--- config.mk ---
export PLATFORM = sky130hd
export DESIGN_NAME = baud_tick_gen
export DESIGN_NICKNAME = d
export VERILOG_FILES = /design/src/rtl/baud_pkg.sv /design/src/rtl/baud_divider.sv /design/src/rtl/baud_mode_sel.sv /design/src/rtl/baud_oversample.sv /design/src/rtl/baud_tick_gen.sv
export SDC_FILE = /design/constraint.sdc
export NUM_CORES = 1
export LEC_CHECK = 0
export ABC_AREA = 1
export BUFFER_PORTS_ARGS = -buffer_cell sky130_fd_sc_hd__buf_2
export CAP_MARGIN = 20
export CORE_MARGIN = 3
export CORE_UTILIZATION = 40
export CTS_BUF_LIST = sky130_fd_sc_hd__clkbuf_8
export DETAILED_ROUTE_END_ITERATION = 10
export GPL_TIMING_DRIVEN = 0
export PLACE_DENSITY_LB_ADDON = 0.3
export SETUP_SLACK_MARGIN = 0.02
export SYNTH_ARGS = -nofsm -noshare
export SYNTH_HDL_FRONTEND = slang
export SYNTH_SLANG_ARGS = --single-unit
--- constraint.sdc ---
create_clock -name clk -period 1.4 [get_ports clk]
set_input_delay 0.14 -clock clk [delete_from_list [all_inputs] [get_ports clk]]
set_output_delay 0.14 -clock clk [all_outputs]
set_load 0.03 [all_outputs]
--- src/rtl/baud_pkg.sv ---
// Shared widths and the per-mode sampling configuration for the baud tick
// generator. Assumes both oversampling ratios are powers of two no larger
// than 2**BAUD_IDX_W.
package baud_pkg;

    localparam int BAUD_RELOAD_W = 12;
    localparam int BAUD_OSR_NORM = 16;
    localparam int BAUD_OSR_FAST = 8;
    localparam int BAUD_IDX_W    = $clog2(BAUD_OSR_NORM);

    // Per-mode sample-counter limits: wrap index and vote window bounds
    typedef struct packed {
        logic [BAUD_IDX_W-1:0] last_idx;
        logic [BAUD_IDX_W-1:0] vote_lo;
        logic [BAUD_IDX_W-1:0] vote_hi;
    } osr_cfg_t;

endpackage

--- src/rtl/baud_divider.sv ---
// Reload divider: counts down from the reload value to zero and issues one
// sample tick at zero, then reloads. A reload of R gives a tick every R+1
// clocks. Assumes load and enable are synchronous to clk.
module baud_divider #(
    parameter int RELOAD_W = baud_pkg::BAUD_RELOAD_W
) (
    input  logic                clk,
    input  logic                rst_n,
    input  logic                enable,
    input  logic                load,
    input  logic [RELOAD_W-1:0] reload_val,
    output logic                tick
);

    localparam logic [RELOAD_W-1:0] CNT_ZERO = '0;
    localparam logic [RELOAD_W-1:0] CNT_ONE  = RELOAD_W'(1);

    logic [RELOAD_W-1:0] cnt_q;
    logic                at_zero;

    assign at_zero = (cnt_q == CNT_ZERO);

    // Down-counter: preload while off or written, reload on reaching zero
    always_ff @(posedge clk) begin
        if (!rst_n) begin
            cnt_q <= CNT_ZERO;
        end else if (!enable || load) begin
            cnt_q <= reload_val;
        end else if (at_zero) begin
            cnt_q <= reload_val;
        end else begin
            cnt_q <= cnt_q - CNT_ONE;
        end
    end

    // Tick only on an enabled, non-write cycle with the count at zero
    always_comb begin
        tick = enable && !load && at_zero;
    end


    cnt_step_chk: assert property (@(posedge clk) disable iff (!rst_n)
        $past(rst_n) && $past(enable) && enable && !$past(load) && !$past(at_zero)
        |-> cnt_q == $past(cnt_q) - CNT_ONE);


    load_takes_value_chk: assert property (@(posedge clk) disable iff (!rst_n)
        $past(rst_n) && $past(load) |-> cnt_q == $past(reload_val));

endmodule

--- src/rtl/baud_mode_sel.sv ---
// Mode gating: derives the effective fast-rate setting (forced off in
// synchronous mode) and the matching sample-counter limits. Purely
// combinational; assumes the two ratios are even and at least 4.
module baud_mode_sel #(
    parameter int OSR_NORM = baud_pkg::BAUD_OSR_NORM,
    parameter int OSR_FAST = baud_pkg::BAUD_OSR_FAST,
    parameter int IDX_W    = baud_pkg::BAUD_IDX_W
) (
    input  logic                dbl_req,
    input  logic                sync_mode,
    output logic                dbl_eff,
    output baud_pkg::osr_cfg_t  cfg
);

    localparam logic [IDX_W-1:0] NORM_LAST = IDX_W'(OSR_NORM - 1);
    localparam logic [IDX_W-1:0] FAST_LAST = IDX_W'(OSR_FAST - 1);
    localparam logic [IDX_W-1:0] NORM_VLO  = IDX_W'(OSR_NORM / 2 - 1);
    localparam logic [IDX_W-1:0] NORM_VHI  = IDX_W'(OSR_NORM / 2 + 1);
    localparam logic [IDX_W-1:0] FAST_VLO  = IDX_W'(OSR_FAST / 2 - 1);
    localparam logic [IDX_W-1:0] FAST_VHI  = IDX_W'(OSR_FAST / 2 + 1);

    // Fast rate applies only in asynchronous operation
    always_comb begin
        dbl_eff = dbl_req && !sync_mode;
    end

    // Select wrap point and vote window for the active ratio
    always_comb begin
        if (dbl_eff) begin
            cfg.last_idx = FAST_LAST;
            cfg.vote_lo  = FAST_VLO;
            cfg.vote_hi  = FAST_VHI;
        end else begin
            cfg.last_idx = NORM_LAST;
            cfg.vote_lo  = NORM_VLO;
            cfg.vote_hi  = NORM_VHI;
        end
    end

endmodule

--- src/rtl/baud_oversample.sv ---
// Oversampling counter: counts sample ticks within a bit, wraps at the
// configured last index and marks the bit boundary and the vote window.
// Assumes tick is a one-cycle strobe from the divider.
module baud_oversample #(
    parameter int IDX_W = baud_pkg::BAUD_IDX_W
) (
    input  logic               clk,
    input  logic               rst_n,
    input  logic               enable,
    input  logic               tick,
    input  baud_pkg::osr_cfg_t cfg,
    output logic [IDX_W-1:0]   idx,
    output logic               bit_tick,
    output logic               vote_tick
);

    localparam logic [IDX_W-1:0] IDX_ZERO = '0;
    localparam logic [IDX_W-1:0] IDX_ONE  = IDX_W'(1);

    logic [IDX_W-1:0] idx_q;
    logic             at_last;

    // A switch to the short ratio mid-bit also wraps an index past the end
    assign at_last = (idx_q >= cfg.last_idx);

    // Sample index: held at zero while off, steps on each sample tick
    always_ff @(posedge clk) begin
        if (!rst_n || !enable) begin
            idx_q <= IDX_ZERO;
        end else if (tick) begin
            idx_q <= at_last ? IDX_ZERO : idx_q + IDX_ONE;
        end
    end

    // Bit boundary and central-sample strobes
    always_comb begin
        bit_tick  = tick && at_last;
        vote_tick = tick && (idx_q >= cfg.vote_lo) && (idx_q <= cfg.vote_hi);
    end

    assign idx = idx_q;


    idx_step_chk: assert property (@(posedge clk) disable iff (!rst_n)
        $past(rst_n) && $past(enable) && enable && $past(tick) && !$past(bit_tick)
        |-> idx_q == $past(idx_q) + IDX_ONE);


    idx_hold_chk: assert property (@(posedge clk) disable iff (!rst_n)
        $past(rst_n) && $past(enable) && enable && !$past(tick)
        |-> $stable(idx_q));

endmodule

--- src/rtl/baud_tick_gen.sv ---
// Top level: reload divider feeding an oversampling counter, with the
// fast-rate control gated by the synchronous-mode select. Assumes all
// inputs are synchronous to clk; reset is synchronous and active low.
module baud_tick_gen #(
    parameter int RELOAD_W = baud_pkg::BAUD_RELOAD_W,
    parameter int OSR_NORM = baud_pkg::BAUD_OSR_NORM,
    parameter int OSR_FAST = baud_pkg::BAUD_OSR_FAST,
    parameter int IDX_W    = baud_pkg::BAUD_IDX_W
) (
    input  logic                clk,
    input  logic                rst_n,
    input  logic                port_en,
    input  logic                sync_mode,
    input  logic                dbl_speed,
    input  logic [RELOAD_W-1:0] reload_val,
    input  logic                reload_wr,
    output logic                sample_tick,
    output logic                bit_tick,
    output logic [IDX_W-1:0]    sample_idx,
    output logic                vote_tick
);

    localparam logic [IDX_W-1:0] NORM_LAST = IDX_W'(OSR_NORM - 1);
    localparam logic [IDX_W-1:0] FAST_LAST = IDX_W'(OSR_FAST - 1);

    logic               run;
    logic               div_tick;
    logic               dbl_eff;
    baud_pkg::osr_cfg_t osr_cfg;

    // Counters run only out of reset with the port enabled
    always_comb begin
        run = rst_n && port_en;
    end

    baud_divider #(
        .RELOAD_W (RELOAD_W)
    ) div_i (
        .clk        (clk),
        .rst_n      (rst_n),
        .enable     (run),
        .load       (reload_wr),
        .reload_val (reload_val),
        .tick       (div_tick)
    );

    baud_mode_sel #(
        .OSR_NORM (OSR_NORM),
        .OSR_FAST (OSR_FAST),
        .IDX_W    (IDX_W)
    ) mode_i (
        .dbl_req   (dbl_speed),
        .sync_mode (sync_mode),
        .dbl_eff   (dbl_eff),
        .cfg       (osr_cfg)
    );

    baud_oversample #(
        .IDX_W (IDX_W)
    ) ovs_i (
        .clk       (clk),
        .rst_n     (rst_n),
        .enable    (run),
        .tick      (div_tick),
        .cfg       (osr_cfg),
        .idx       (sample_idx),
        .bit_tick  (bit_tick),
        .vote_tick (vote_tick)
    );

    assign sample_tick = div_tick;


    off_quiet_chk: assert property (@(posedge clk) disable iff (!rst_n)
        !port_en |-> !sample_tick && !bit_tick && !vote_tick);


    off_idx_clear_chk: assert property (@(posedge clk) disable iff (!rst_n)
        !port_en |=> sample_idx == '0);


    fast_wrap_chk: assert property (@(posedge clk) disable iff (!rst_n)
        bit_tick && dbl_speed && !sync_mode && $stable(dbl_speed) && $stable(sync_mode)
        && $past(rst_n) && !dbl_eff == 1'b0 |-> sample_idx == FAST_LAST);


    sync_wrap_chk: assert property (@(posedge clk) disable iff (!rst_n)
        bit_tick && sync_mode && $stable(sync_mode) && $stable(dbl_speed) && $past(rst_n)
        && sample_idx <= NORM_LAST |-> sample_idx == NORM_LAST);


    vote_not_edge_chk: assert property (@(posedge clk) disable iff (!rst_n)
        vote_tick |-> sample_tick && !bit_tick);


    write_quiet_chk: assert property (@(posedge clk) disable iff (!rst_n)
        reload_wr |-> !sample_tick);

endmodule

==> impl_metrics.py <==
metrics = {
    "grt": {
        "antenna_found_initial": 0,
        "grt_overflow": 0,
        "grt_max_degree": 11,
        "grt_pass1_wl_mm": 4.82,
        "grt_use_total_pct": 17.3,
        "grt_pass1_vias": 1143,
    },
    "floorplan": {
        "rows": 19,
        "die_w_um": 60.6,
        "die_h_um": 60.6,
        "start_util_pct": 42.6,
        "io_pins": 25,
        "dieArea_sq_mm": 0.00368,
        "core_area_sq_mm": 0.00281,
    },
    "place": {
        "dp_hpwl_mm": 1.98,
        "dpl.cell_count": 247,
        "port_buffers": 24,
        "place_area_sq_mm": 0.00143,
        "gp_congestion": 0.797,
    },
    "clocking": {
        "clock_latency_ns": 0.25,
        "cts.sinks": 16,
        "cts_buffer_depth": 2,
        "path_clk_slew_ns": 0.07,
        "clockRootBuffer": "clkbuf_8",
        "htreeDepth": 1,
        "numCtsBuffers": 3,
        "cts_tree": "yes",
    },
    "finish": {
        "diodes": 0,
        "stdcell_area_sq_mm": 0.00172,
        "fin_cells": 264,
        "drive_gt1_share_pct": 33.9,
        "nNetsFinal": 260,
        "area_growth_pct": 43.9,
        "fillers": 264,
    },
    "yosys": {
        "ys_top_cells_by_count": "49 x nand2_1, 41 x nor2_1, 31 x inv_1",
        "ys_ff_latch": 16,
        "netlist_area_sq_mm": 0.00119,
        "async_flop_share_pct": 0,
        "syn_nets": 218,
        "synth_flop_cell": "dfxtp_1",
        "yosysUniqueCellTypes": 21,
        "synth-edff-count": 0,
        "yosysMostFrequentCell": "nand2_1",
        "synth_area_per_cell_sq_um": 6.22,
        "synth_cells": 192,
        "yosys_warnings": 0,
        "synth_top_area_share_pct": 26.8,
        "ys_seq_area_share_pct": 26.8,
        "synthTopCellsByArea": "dfxtp_1 27%, nand2_1 15%, nor2_1 13%",
        "yosysTopAreaCell": "dfxtp_1",
    },
    "routing": {
        "drt_iter0_drc": 41,
        "firstDrtPassIters": 4,
        "vias_per_cell": 4.83,
        "wirelength_mm": 2.86,
        "routedWlPerCell_um": 10.8,
        "via_count": 1274,
        "ant_nets": 0,
        "remaining_drc_errors": 0,
    },
    "sta": {
        "max_freq_ghz": 0.625,
        "slew_viol_final": 0,
        "hold-worst-slack_ns": 0.0965,
        "finalSetupViolations": 16,
        "hold_viol_final": 0,
        "rsz0062_at_grt": "true",
        "tightestPinTransition_ns": 0.292,
        "layout_setup_ws_ns": -0.200,
        "maxSlewHeadroom_pct": 80.5,
        "fin_crit_sh_pct": 114,
        "fin_worst_skew_ns": 0.00342,
        "min_period_ns": 1.60,
    },
    "flow_run": {
        "drv_cap": 0,
    },
    "critical_path": {
        "arrival_ns": 1.46,
        "start_kind": "flip-flop",
        "worst-setup-path-type": "flip-flop to output pin",
        "end_kind": "output pin",
        "cp_max_fo": 3,
        "crit_required_ns": 1.26,
    },
    "outcome": {
        "status": "finished with violations",
        "violations": "setup timing",
    },
    "pwr": {
        "p_leak_nw": 0.856,
        "power_w": 0.00118,
        "p_per_area_mw_per_mm2": 685,
        "vdd_drop_max_uv": 506,
    },
    "hold_path": {
        "hold_path_class": "primary input to flip-flop",
    },
}
placed cells by master (no fill, tap or decap), drive strengths merged:
master | synthesis | routed
a32oi | 1 | 1
nand3 | 13 | 13
nand3b | 1 | 1
nand4 | 2 | 2
dfxtp | 16 | 16
clkbuf | 0 | 3
o21ai | 6 | 6
xnor2 | 2 | 2
inv | 31 | 31
buf | 2 | 39
o21bai | 6 | 6
nor2 | 45 | 45
ha | 8 | 8
nand2 | 51 | 51
a21oi | 7 | 7
clkinv | 0 | 1
xor2 | 1 | 1
cells by family (layout without fill, tap and decap cells):
logic type	count (synthesis)	in the layout	share of synthesized area, %
buffers and inverters	33	74	11.8
adder cells (fa/ha/maj)	8	8	8.39
AO/OA/AOI/OAI	20	20	10.9
XOR/XNOR	3	3	2.20
AND/OR/NAND/NOR	112	112	39.8
flip-flops	16	16	26.8
metrics by stage:
stage	setup slack (ns)	TNS, ns	util [%]
finish	-0.200	-1.10	61.2
global route	-0.289	-2.76	61.2
CTS	-0.222	-1.81	59.5
detailed placement	-0.159	-0.241	50.8
global placement	-0.142	-0.173	50.8
floorplan	0.0348	0	-
critical path, cell delays in order (launching register included):
cell and delay, ns:
dfxtp_1 0.35, nor2_4 0.14, nand2_1 0.10, nor2_4 0.15, nand3_4 0.11, buf_12 0.14
nor2_4 0.08, buf_6 0.13
layer usage:
layer	track usage, %	share of wire, %	vias up
li1	-	-	674
met1	22.2	45	573
met2	29.2	50	23
met3	3.19	4.0	4
met4	5.57	1.0	0
met5	0	0	-
area by class of cell:
class                   instances  area [sq um]  area share [%]
well taps                      31          38.8            2.26
plain buffers                   2          25.0            1.46
repair buffers                 37           289            16.8
clock buffers                   3          41.3            2.40
multi-input cells             143           865            50.3
flip-flops and latches         16           334            19.4
inverters                      31           121            7.06
clock inverters                 1          3.75           0.218
flip-flops by register name, indices dropped and copies added, names as in the netlist:
| signal | count |
|---|---|
| div_i.cnt_q | 12 |
| ovs_i.idx | 4 |
power by group:
part | leakage (nW) | switching [W] | internal, W
Combinational | 0.693 | 0.000173 | 0.000143
Clock | 0.0269 | 0.000166 | 0.000195
Sequential | 0.136 | 0.0000239 | 0.000475
Total | 0.856 | 0.000364 | 0.000812
final timing paths:
check                                          startpoint                         to  slack (ns)  cells past startpoint
worst max-delay path            div_i.cnt_q[9]$_SDFF_PN0_                   bit_tick       -0.20                      7
worst min-delay path                        reload_val[2]  div_i.cnt_q[2]$_SDFF_PN0_         0.1                      3
worst max register to register  div_i.cnt_q[9]$_SDFF_PN0_  div_i.cnt_q[0]$_SDFF_PN0_       -0.08                     10
worst min register to register  ovs_i.idx[0]$_SDFFE_PP0P_  ovs_i.idx[0]$_SDFFE_PP0P_        0.53                      2
repair_timing:
action | 4_1_cts | 5_1_grt
hold buffers | 0 | 0
setup buffers | 9 | 3
pin swaps | 5 | 6
endpoints found under the setup margin | 13 | 19
endpoints found under the hold margin | 0 | 0
cloned | 1 | 0
resized for setup | 19 | 12
No activity file was read; power rests on OpenSTA's default activity.
